`src/rtl/rtc_pkg.sv`:
```
package rtc_pkg;
    parameter int PRE_W      = 20;
    parameter int CNT_W      = 32;
    parameter int RELOAD_RST = 32767;
    parameter int HS_DIV     = 128;
    parameter int CAL_DIV    = 64;

    localparam logic [2:0] A_CTRL   = 3'd0;
    localparam logic [2:0] A_STAT   = 3'd1;
    localparam logic [2:0] A_RELOAD = 3'd2;
    localparam logic [2:0] A_COUNT  = 3'd3;
    localparam logic [2:0] A_CMP    = 3'd4;

    typedef enum logic [1:0] {
        SRC_EXT  = 2'd0,
        SRC_RC   = 2'd1,
        SRC_HS   = 2'd2,
        SRC_NONE = 2'd3
    } src_e;

    typedef struct packed {
        logic             cfg;
        logic             ie_alarm;
        logic             ie_tick;
        logic             ie_ovf;
        src_e             sel;
        logic [PRE_W-1:0] reload;
        logic [CNT_W-1:0] cnt;
        logic [CNT_W-1:0] cmp;
        logic             f_tick;
        logic             f_alarm;
        logic             f_ovf;
    } state_t;
endpackage

```
`src/rtl/rtc_src_sel.sv`:
```
module rtc_src_sel
    import rtc_pkg::*;
#(
    parameter int DIV = HS_DIV
) (
    input  logic clk_i,
    input  logic rst_ni,
    input  src_e sel_i,
    input  logic ext_i,
    input  logic rc_i,
    output logic pulse_o
);
    localparam int W = $clog2(DIV);
    localparam logic [W-1:0] LAST = W'(DIV - 1);

    logic [W-1:0] hs_d, hs_q;
    logic         hs_pulse;

    always_comb begin
        hs_pulse = (hs_q == LAST);
        hs_d     = hs_pulse ? '0 : hs_q + 1'b1;
        case (sel_i)
            SRC_EXT: pulse_o = ext_i;
            SRC_RC:  pulse_o = rc_i;
            SRC_HS:  pulse_o = hs_pulse;
            default: pulse_o = 1'b0;
        endcase
    end

    always_ff @(posedge clk_i or negedge rst_ni) begin
        if (!rst_ni) hs_q <= '0;
        else         hs_q <= hs_d;
    end


    hs_rate_chk: assert property (@(posedge clk_i) disable iff (!rst_ni)
        hs_pulse |=> !hs_pulse);
endmodule

```
`src/rtl/rtc_prescaler.sv`:
```
module rtc_prescaler
    import rtc_pkg::*;
#(
    parameter int W = PRE_W
) (
    input  logic         clk_i,
    input  logic         rst_ni,
    input  logic         src_i,
    input  logic         run_i,
    input  logic         restart_i,
    input  logic [W-1:0] reload_i,
    output logic         tick_o
);
    logic [W-1:0] div_d, div_q;

    always_comb begin
        tick_o = run_i && src_i && (div_q == '0);
        div_d  = div_q;
        if (restart_i)               div_d = reload_i;
        else if (run_i && src_i)     div_d = (div_q == '0) ? reload_i : div_q - 1'b1;
    end

    always_ff @(posedge clk_i or negedge rst_ni) begin
        if (!rst_ni) div_q <= W'(RELOAD_RST);
        else         div_q <= div_d;
    end


    restart_load_chk: assert property (@(posedge clk_i) disable iff (!rst_ni)
        restart_i |=> div_q == $past(reload_i));

    halt_hold_chk: assert property (@(posedge clk_i) disable iff (!rst_ni)
        (!run_i && !restart_i) |=> $stable(div_q));
endmodule

```
`src/rtl/rtc_cal_div.sv`:
```
module rtc_cal_div
    import rtc_pkg::*;
#(
    parameter int DIV = CAL_DIV
) (
    input  logic clk_i,
    input  logic rst_ni,
    input  logic ext_i,
    output logic cal_o
);
    localparam int HALF = DIV / 2;
    localparam int W    = $clog2(HALF);
    localparam logic [W-1:0] LAST = W'(HALF - 1);

    logic [W-1:0] cnt_d, cnt_q;
    logic         cal_d, cal_q;

    always_comb begin
        cnt_d = cnt_q;
        cal_d = cal_q;
        if (ext_i) begin
            if (cnt_q == LAST) begin
                cnt_d = '0;
                cal_d = !cal_q;
            end else begin
                cnt_d = cnt_q + 1'b1;
            end
        end
    end

    always_ff @(posedge clk_i or negedge rst_ni) begin
        if (!rst_ni) begin
            cnt_q <= '0;
            cal_q <= 1'b0;
        end else begin
            cnt_q <= cnt_d;
            cal_q <= cal_d;
        end
    end

    assign cal_o = cal_q;


    cal_idle_chk: assert property (@(posedge clk_i) disable iff (!rst_ni)
        !ext_i |=> $stable(cal_o));
endmodule

```
`src/rtl/rtc_timebase.sv`:
```
module rtc_timebase
    import rtc_pkg::*;
(
    input  logic        clk_i,
    input  logic        rst_ni,
    input  logic        ext_pulse_i,
    input  logic        rc_pulse_i,
    input  logic        wr_en_i,
    input  logic [2:0]  wr_addr_i,
    input  logic [31:0] wr_data_i,
    input  logic [2:0]  rd_addr_i,
    output logic [31:0] rd_data_o,
    output logic        irq_tick_o,
    output logic        irq_alarm_o,
    output logic        irq_ovf_o,
    output logic        cal_o
);
    state_t           st_d, st_q;
    logic             src_pulse, tick, cfg_next, cnt_wr, clr_wr;
    logic [CNT_W-1:0] cnt_inc;

    assign cfg_next = (wr_en_i && wr_addr_i == A_CTRL) ? wr_data_i[0] : st_q.cfg;
    assign cnt_wr   = st_q.cfg && wr_en_i && wr_addr_i == A_COUNT;
    assign clr_wr   = wr_en_i && wr_addr_i == A_STAT;
    assign cnt_inc  = st_q.cnt + 1'b1;

    rtc_src_sel #(.DIV(HS_DIV)) src_i (
        .clk_i(clk_i), .rst_ni(rst_ni), .sel_i(st_q.sel),
        .ext_i(ext_pulse_i), .rc_i(rc_pulse_i), .pulse_o(src_pulse));

    rtc_prescaler #(.W(PRE_W)) pre_i (
        .clk_i(clk_i), .rst_ni(rst_ni), .src_i(src_pulse),
        .run_i(!st_q.cfg), .restart_i(st_q.cfg && !cfg_next),
        .reload_i(st_q.reload), .tick_o(tick));

    rtc_cal_div #(.DIV(CAL_DIV)) cal_i (
        .clk_i(clk_i), .rst_ni(rst_ni), .ext_i(ext_pulse_i), .cal_o(cal_o));

    always_comb begin
        st_d     = st_q;
        st_d.cfg = cfg_next;
        if (wr_en_i && wr_addr_i == A_CTRL) begin
            st_d.ie_alarm = wr_data_i[1];
            st_d.ie_tick  = wr_data_i[2];
            st_d.ie_ovf   = wr_data_i[3];
            st_d.sel      = src_e'(wr_data_i[5:4]);
        end
        if (st_q.cfg && wr_en_i && wr_addr_i == A_RELOAD) st_d.reload = wr_data_i[PRE_W-1:0];
        if (st_q.cfg && wr_en_i && wr_addr_i == A_CMP)    st_d.cmp    = wr_data_i[CNT_W-1:0];
        if (cnt_wr)    st_d.cnt = wr_data_i[CNT_W-1:0];
        else if (tick) st_d.cnt = cnt_inc;
        if (clr_wr) begin
            if (wr_data_i[0]) st_d.f_tick  = 1'b0;
            if (wr_data_i[1]) st_d.f_alarm = 1'b0;
            if (wr_data_i[2]) st_d.f_ovf   = 1'b0;
        end
        if (tick)                       st_d.f_tick  = 1'b1;
        if (tick && cnt_inc == st_q.cmp) st_d.f_alarm = 1'b1;
        if (tick && &st_q.cnt)          st_d.f_ovf   = 1'b1;
    end

    always_ff @(posedge clk_i or negedge rst_ni) begin
        if (!rst_ni) begin
            st_q        <= '0;
            st_q.sel    <= SRC_EXT;
            st_q.reload <= PRE_W'(RELOAD_RST);
            st_q.cmp    <= '1;
        end else begin
            st_q <= st_d;
        end
    end

    always_comb begin
        rd_data_o = '0;
        case (rd_addr_i)
            A_CTRL:   rd_data_o[5:0] = {st_q.sel, st_q.ie_ovf, st_q.ie_tick,
                                        st_q.ie_alarm, st_q.cfg};
            A_STAT:   rd_data_o[2:0] = {st_q.f_ovf, st_q.f_alarm, st_q.f_tick};
            A_RELOAD: rd_data_o[PRE_W-1:0] = st_q.reload;
            A_COUNT:  rd_data_o[CNT_W-1:0] = st_q.cnt;
            A_CMP:    rd_data_o[CNT_W-1:0] = st_q.cmp;
            default:  rd_data_o = '0;
        endcase
    end

    assign irq_tick_o  = st_q.f_tick  && st_q.ie_tick;
    assign irq_alarm_o = st_q.f_alarm && st_q.ie_alarm;
    assign irq_ovf_o   = st_q.f_ovf   && st_q.ie_ovf;


    count_step_chk: assert property (@(posedge clk_i) disable iff (!rst_ni)
        (tick && !cnt_wr) |=> st_q.cnt == $past(st_q.cnt) + 1'b1);

    cfg_no_tick_chk: assert property (@(posedge clk_i) disable iff (!rst_ni)
        st_q.cfg |-> !tick);

    alarm_set_chk: assert property (@(posedge clk_i) disable iff (!rst_ni)
        (tick && cnt_inc == st_q.cmp) |=> st_q.f_alarm);

    alarm_sticky_chk: assert property (@(posedge clk_i) disable iff (!rst_ni)
        (st_q.f_alarm && !(clr_wr && wr_data_i[1])) |=> st_q.f_alarm);

    wrap_chk: assert property (@(posedge clk_i) disable iff (!rst_ni)
        (tick && &st_q.cnt && !cnt_wr) |=> (st_q.cnt == '0 && st_q.f_ovf));
endmodule

```
`config.mk`:
```
export PLATFORM = sky130hd
export DESIGN_NAME = rtc_timebase
export DESIGN_NICKNAME = d
export VERILOG_FILES = /design/src/rtl/rtc_pkg.sv /design/src/rtl/rtc_src_sel.sv /design/src/rtl/rtc_prescaler.sv /design/src/rtl/rtc_cal_div.sv /design/src/rtl/rtc_timebase.sv
export SDC_FILE = /design/constraint.sdc
export NUM_CORES = 1
export LEC_CHECK = 0
export BUFFER_PORTS_ARGS = -buffer_cell sky130_fd_sc_hd__buf_2
export CAP_MARGIN = 25
export CORE_MARGIN = 4
export CORE_UTILIZATION = 30
export DETAILED_ROUTE_END_ITERATION = 7
export PLACE_DENSITY = 0.54
export SLEW_MARGIN = 25
export SYNTH_ARGS = -nofsm -noshare
export SYNTH_HDL_FRONTEND = slang
export SYNTH_SLANG_ARGS = --single-unit
```
`constraint.sdc`:
```
create_clock -name clk_i -period 2.5 [get_ports clk_i]
set_input_delay 0.25 -clock clk_i [delete_from_list [all_inputs] [get_ports clk_i]]
set_output_delay 0.25 -clock clk_i [all_outputs]
set_load 0.01 [all_outputs]
```
==> flow_summary.yaml <==
run:
  maxCapViolations: 0
sta:
  slew_headroom: 0.4079
  fin_skew_ps: 13.04
  setup_ws_ps: -1.978
  hold_viol_final: 0
  fin_crit_sh: 1.001
  setup_viol: 1
  fmax_mhz: 399.7
  fin_hold_ws_ps: 49.88
  tightest_slew_ps: 884.8
  fin_crit_ps: 2502
  slew_violations: 0
  finalSetupTns_ps: -1.978
  rsz0062_at_grt: "true"
synth:
  postSynthCellCount: 831
  synth_cell_types: 76
  ys.flop_type: "dfrtp_1"
  ys_seq_area_frac: 0.4137
  synth_area_per_cell_um2: 9.397
  yosys.area.top_type: "dfstp_2"
  async_reset_ff_frac: 1.000
  synth_edf_count: 0
  synth.area.top_cells: "dfstp_2, dfrtp_1, mux2_2"
  yosys.area.top_type_share: 0.2086
  ys_seq_elements: 126
  mappedNetlistNets: 880
  syn_area_um2: 7809
  yosysWarnings: 0
worst_setup_path:
  rr_worst_depth: 9
  worstPathMaxFanout: 3
  path_class: "reg2reg"
  critPathRequiredTime_ps: 2840
  cp.arrival_ps: 2840
  cp-end-kind: "flop"
  cp-start-kind: "flop"
  r2r_slack_ps: -2
placed_design:
  place_congestion: 0.8652
  hpwl_mm: 18.04
  port_buffers: 78
  place_ws_ps: -52.18
finish:
  drive_gt1_frac: 0.3662
  syn_to_final_growth_pct: 25.38
  final_common_cell: "nand2_1"
  mostFrequentLayoutCells: "nand2_1, buf_4, buf_2"
  multiInputGateArea_um2: 4335
  seq_area_um2: 3232
  diodes: 0
  fin_nets: 1011
  fillers: 2563
power:
  switching_share: 0.3744
  power_frac_comb: 0.358
  powerDensity_nw_per_um2: 973.4
  ir_drop_v: 0.0004844
  pwr-share-seq: 0.379
  pwr-share-clk: 0.263
  switching_power_mw: 3.568
  internal-power_mw: 5.961
  p_leak_nw: 3.989
floorplan:
  num_rows: 58
  die_h_um: 169.3
  core_um2: 25400
  start_util: 0.3074
  dieArea_um2: 28670
  pin_count: 79
  die_x_um: 169.3
global_route:
  track_usage: 0.1702
  grt_overflow: 0
  grt_pass1_vias: 6738
  grt_max_degree: 49
  grt_antenna_before_repair: 0
  grt_first_pass_wirelength_mm: 38.53
cts:
  cts_tree: "done"
  clkLatencyLatePin_ps: 430
  numCtsBuffers: 17
  cts_sinks: 126
  clk_pin_slew_ps: 70
  cts-root-buf: "clkbuf_16"
  htree_levels: 4
  cts_max_path_buffers: 2
drt:
  antenna_left: 0
  drc: 0
  via_count: 6881
  drtIter0Drc: 505
  wl_per_cell_um: 18.70
  drt_pre_antenna_iters: 5
  wirelength_mm: 24.40
  via_per_inst: 5.273
status:
  status: "complete, but fails checks"
  violations: "setup timing"
min_path:
  min_path_type: "in2reg"
  min_path_cells: 3
## cells in the mapped netlist (10+ instances only)
| cell type | n |
|---|---|
| o22ai_1 | 12 |
| inv_1 | 19 |
| a21oi_1 | 40 |
| o21ai_0 | 76 |
| nor3_1 | 21 |
| dfrtp_1 | 64 |
| nor2_1 | 57 |
| and3_1 | 15 |
| xnor2_1 | 34 |
| o311ai_0 | 10 |
| nand2_1 | 90 |
| a22o_1 | 13 |
| dfstp_2 | 62 |
| clkbuf_1 | 40 |
| nand4_1 | 14 |
| nand3_1 | 21 |
| mux2_2 | 58 |
| xor2_1 | 19 |
| a22oi_1 | 19 |
## timing repair
action / CTS / global route
setup endpoints to repair: 7 / 33
hold buffers: 1 / 0
endpoints found under the hold margin: 22 / 0
setup buffers: 5 / 3
pin swaps: 11 / 13
gates resized for setup: 4 / 20
## per-layer routing
layer	part of all wire	GRT usage	vias to the layer above
met4	0.014	0.03955	0
met1	0.47	0.2352	3377
met5	0	0	-
met2	0.48	0.2759	162
li1	-	-	3322
met3	0.038	0.03471	20
## critical path: stages (launching register included)
cell and delay, ps:
dfrtp_1 400, buf_6 120, and4_4 210, or4b_4 510
nor4_4 250, buf_4 170, xnor2_2 70, o2bb2ai_2 130
a211o_1 290, o31ai_2 250
## sequential cells by signal, summed over array words and instances, names as in the netlist
name	cells
st_q	93
pre_i.div_q	20
src_i.hs_q	7
cal_i.cal_o	1
cal_i.cnt_q	5
## final timing paths
kind | from | endpoint
worst max-delay path | st_q[36]$_DFFE_PN0P_ | st_q[1]$_DFFE_PN0P_
worst min-delay path | wr_data_i[30] | st_q[65]$_DFFE_PN0P_
worst max register to register | st_q[36]$_DFFE_PN0P_ | st_q[1]$_DFFE_PN0P_
worst min register to register | src_i.hs_q[0]$_DFF_PN0_ | src_i.hs_q[0]$_DFF_PN0_
max in group asynchronous | rst_ni | st_q[8]$_DFFE_PN1P_
min in group asynchronous | rst_ni | st_q[63]$_DFFE_PN0P_
## final cells by class
cell class / count / area share
Clock buffer: 17 / 0.04345
Tap cell: 330 / 0.04217
Clock inverter: 15 / 0.01674
Timing Repair Buffer: 167 / 0.1174
Sequential cell: 126 / 0.3301
Inverter: 19 / 0.007284
Multi-Input combinational cell: 631 / 0.4428
## power groups by stage
stage	logic, mW	registers [mW]	clock network (mW)
6_report	3.42	3.61	2.50
5_1_grt	3.75	3.71	2.65
4_1_cts	3.35	3.60	2.54
3_5_place_dp	3.26	3.64	0
3_3_place_gp	3.26	3.62	0
2_1_floorplan	2.13	3.48	0
## cell families after synthesis
family          Yosys count  share of synthesized area
compound gates          215                     0.1785
xor+xnor                 53                    0.05945
fa+ha+maj                 6                   0.009614
buf+inv                  74                    0.04646
flops                   126                     0.4137
mux                      66                    0.09390
simple gates            291                     0.1984
## through the flow
| step | total power, mW | cells | instance area, µm² | util |
|---|---|---|---|---|
| final | 9.530 | 1305 | 9791 | 0.3855 |
| after detailed placement | 6.904 | 1265 | 9049 | 0.3563 |
| after global routing | 10.10 | 1305 | 9791 | 0.3855 |
| after global placement | 6.875 | 1265 | 9049 | 0.3563 |
| after floorplan | 5.611 | 831 | 7841 | - |
| after CTS | 9.485 | 1303 | 9698 | 0.3818 |
No activity file was read; power rests on OpenSTA's default activity.
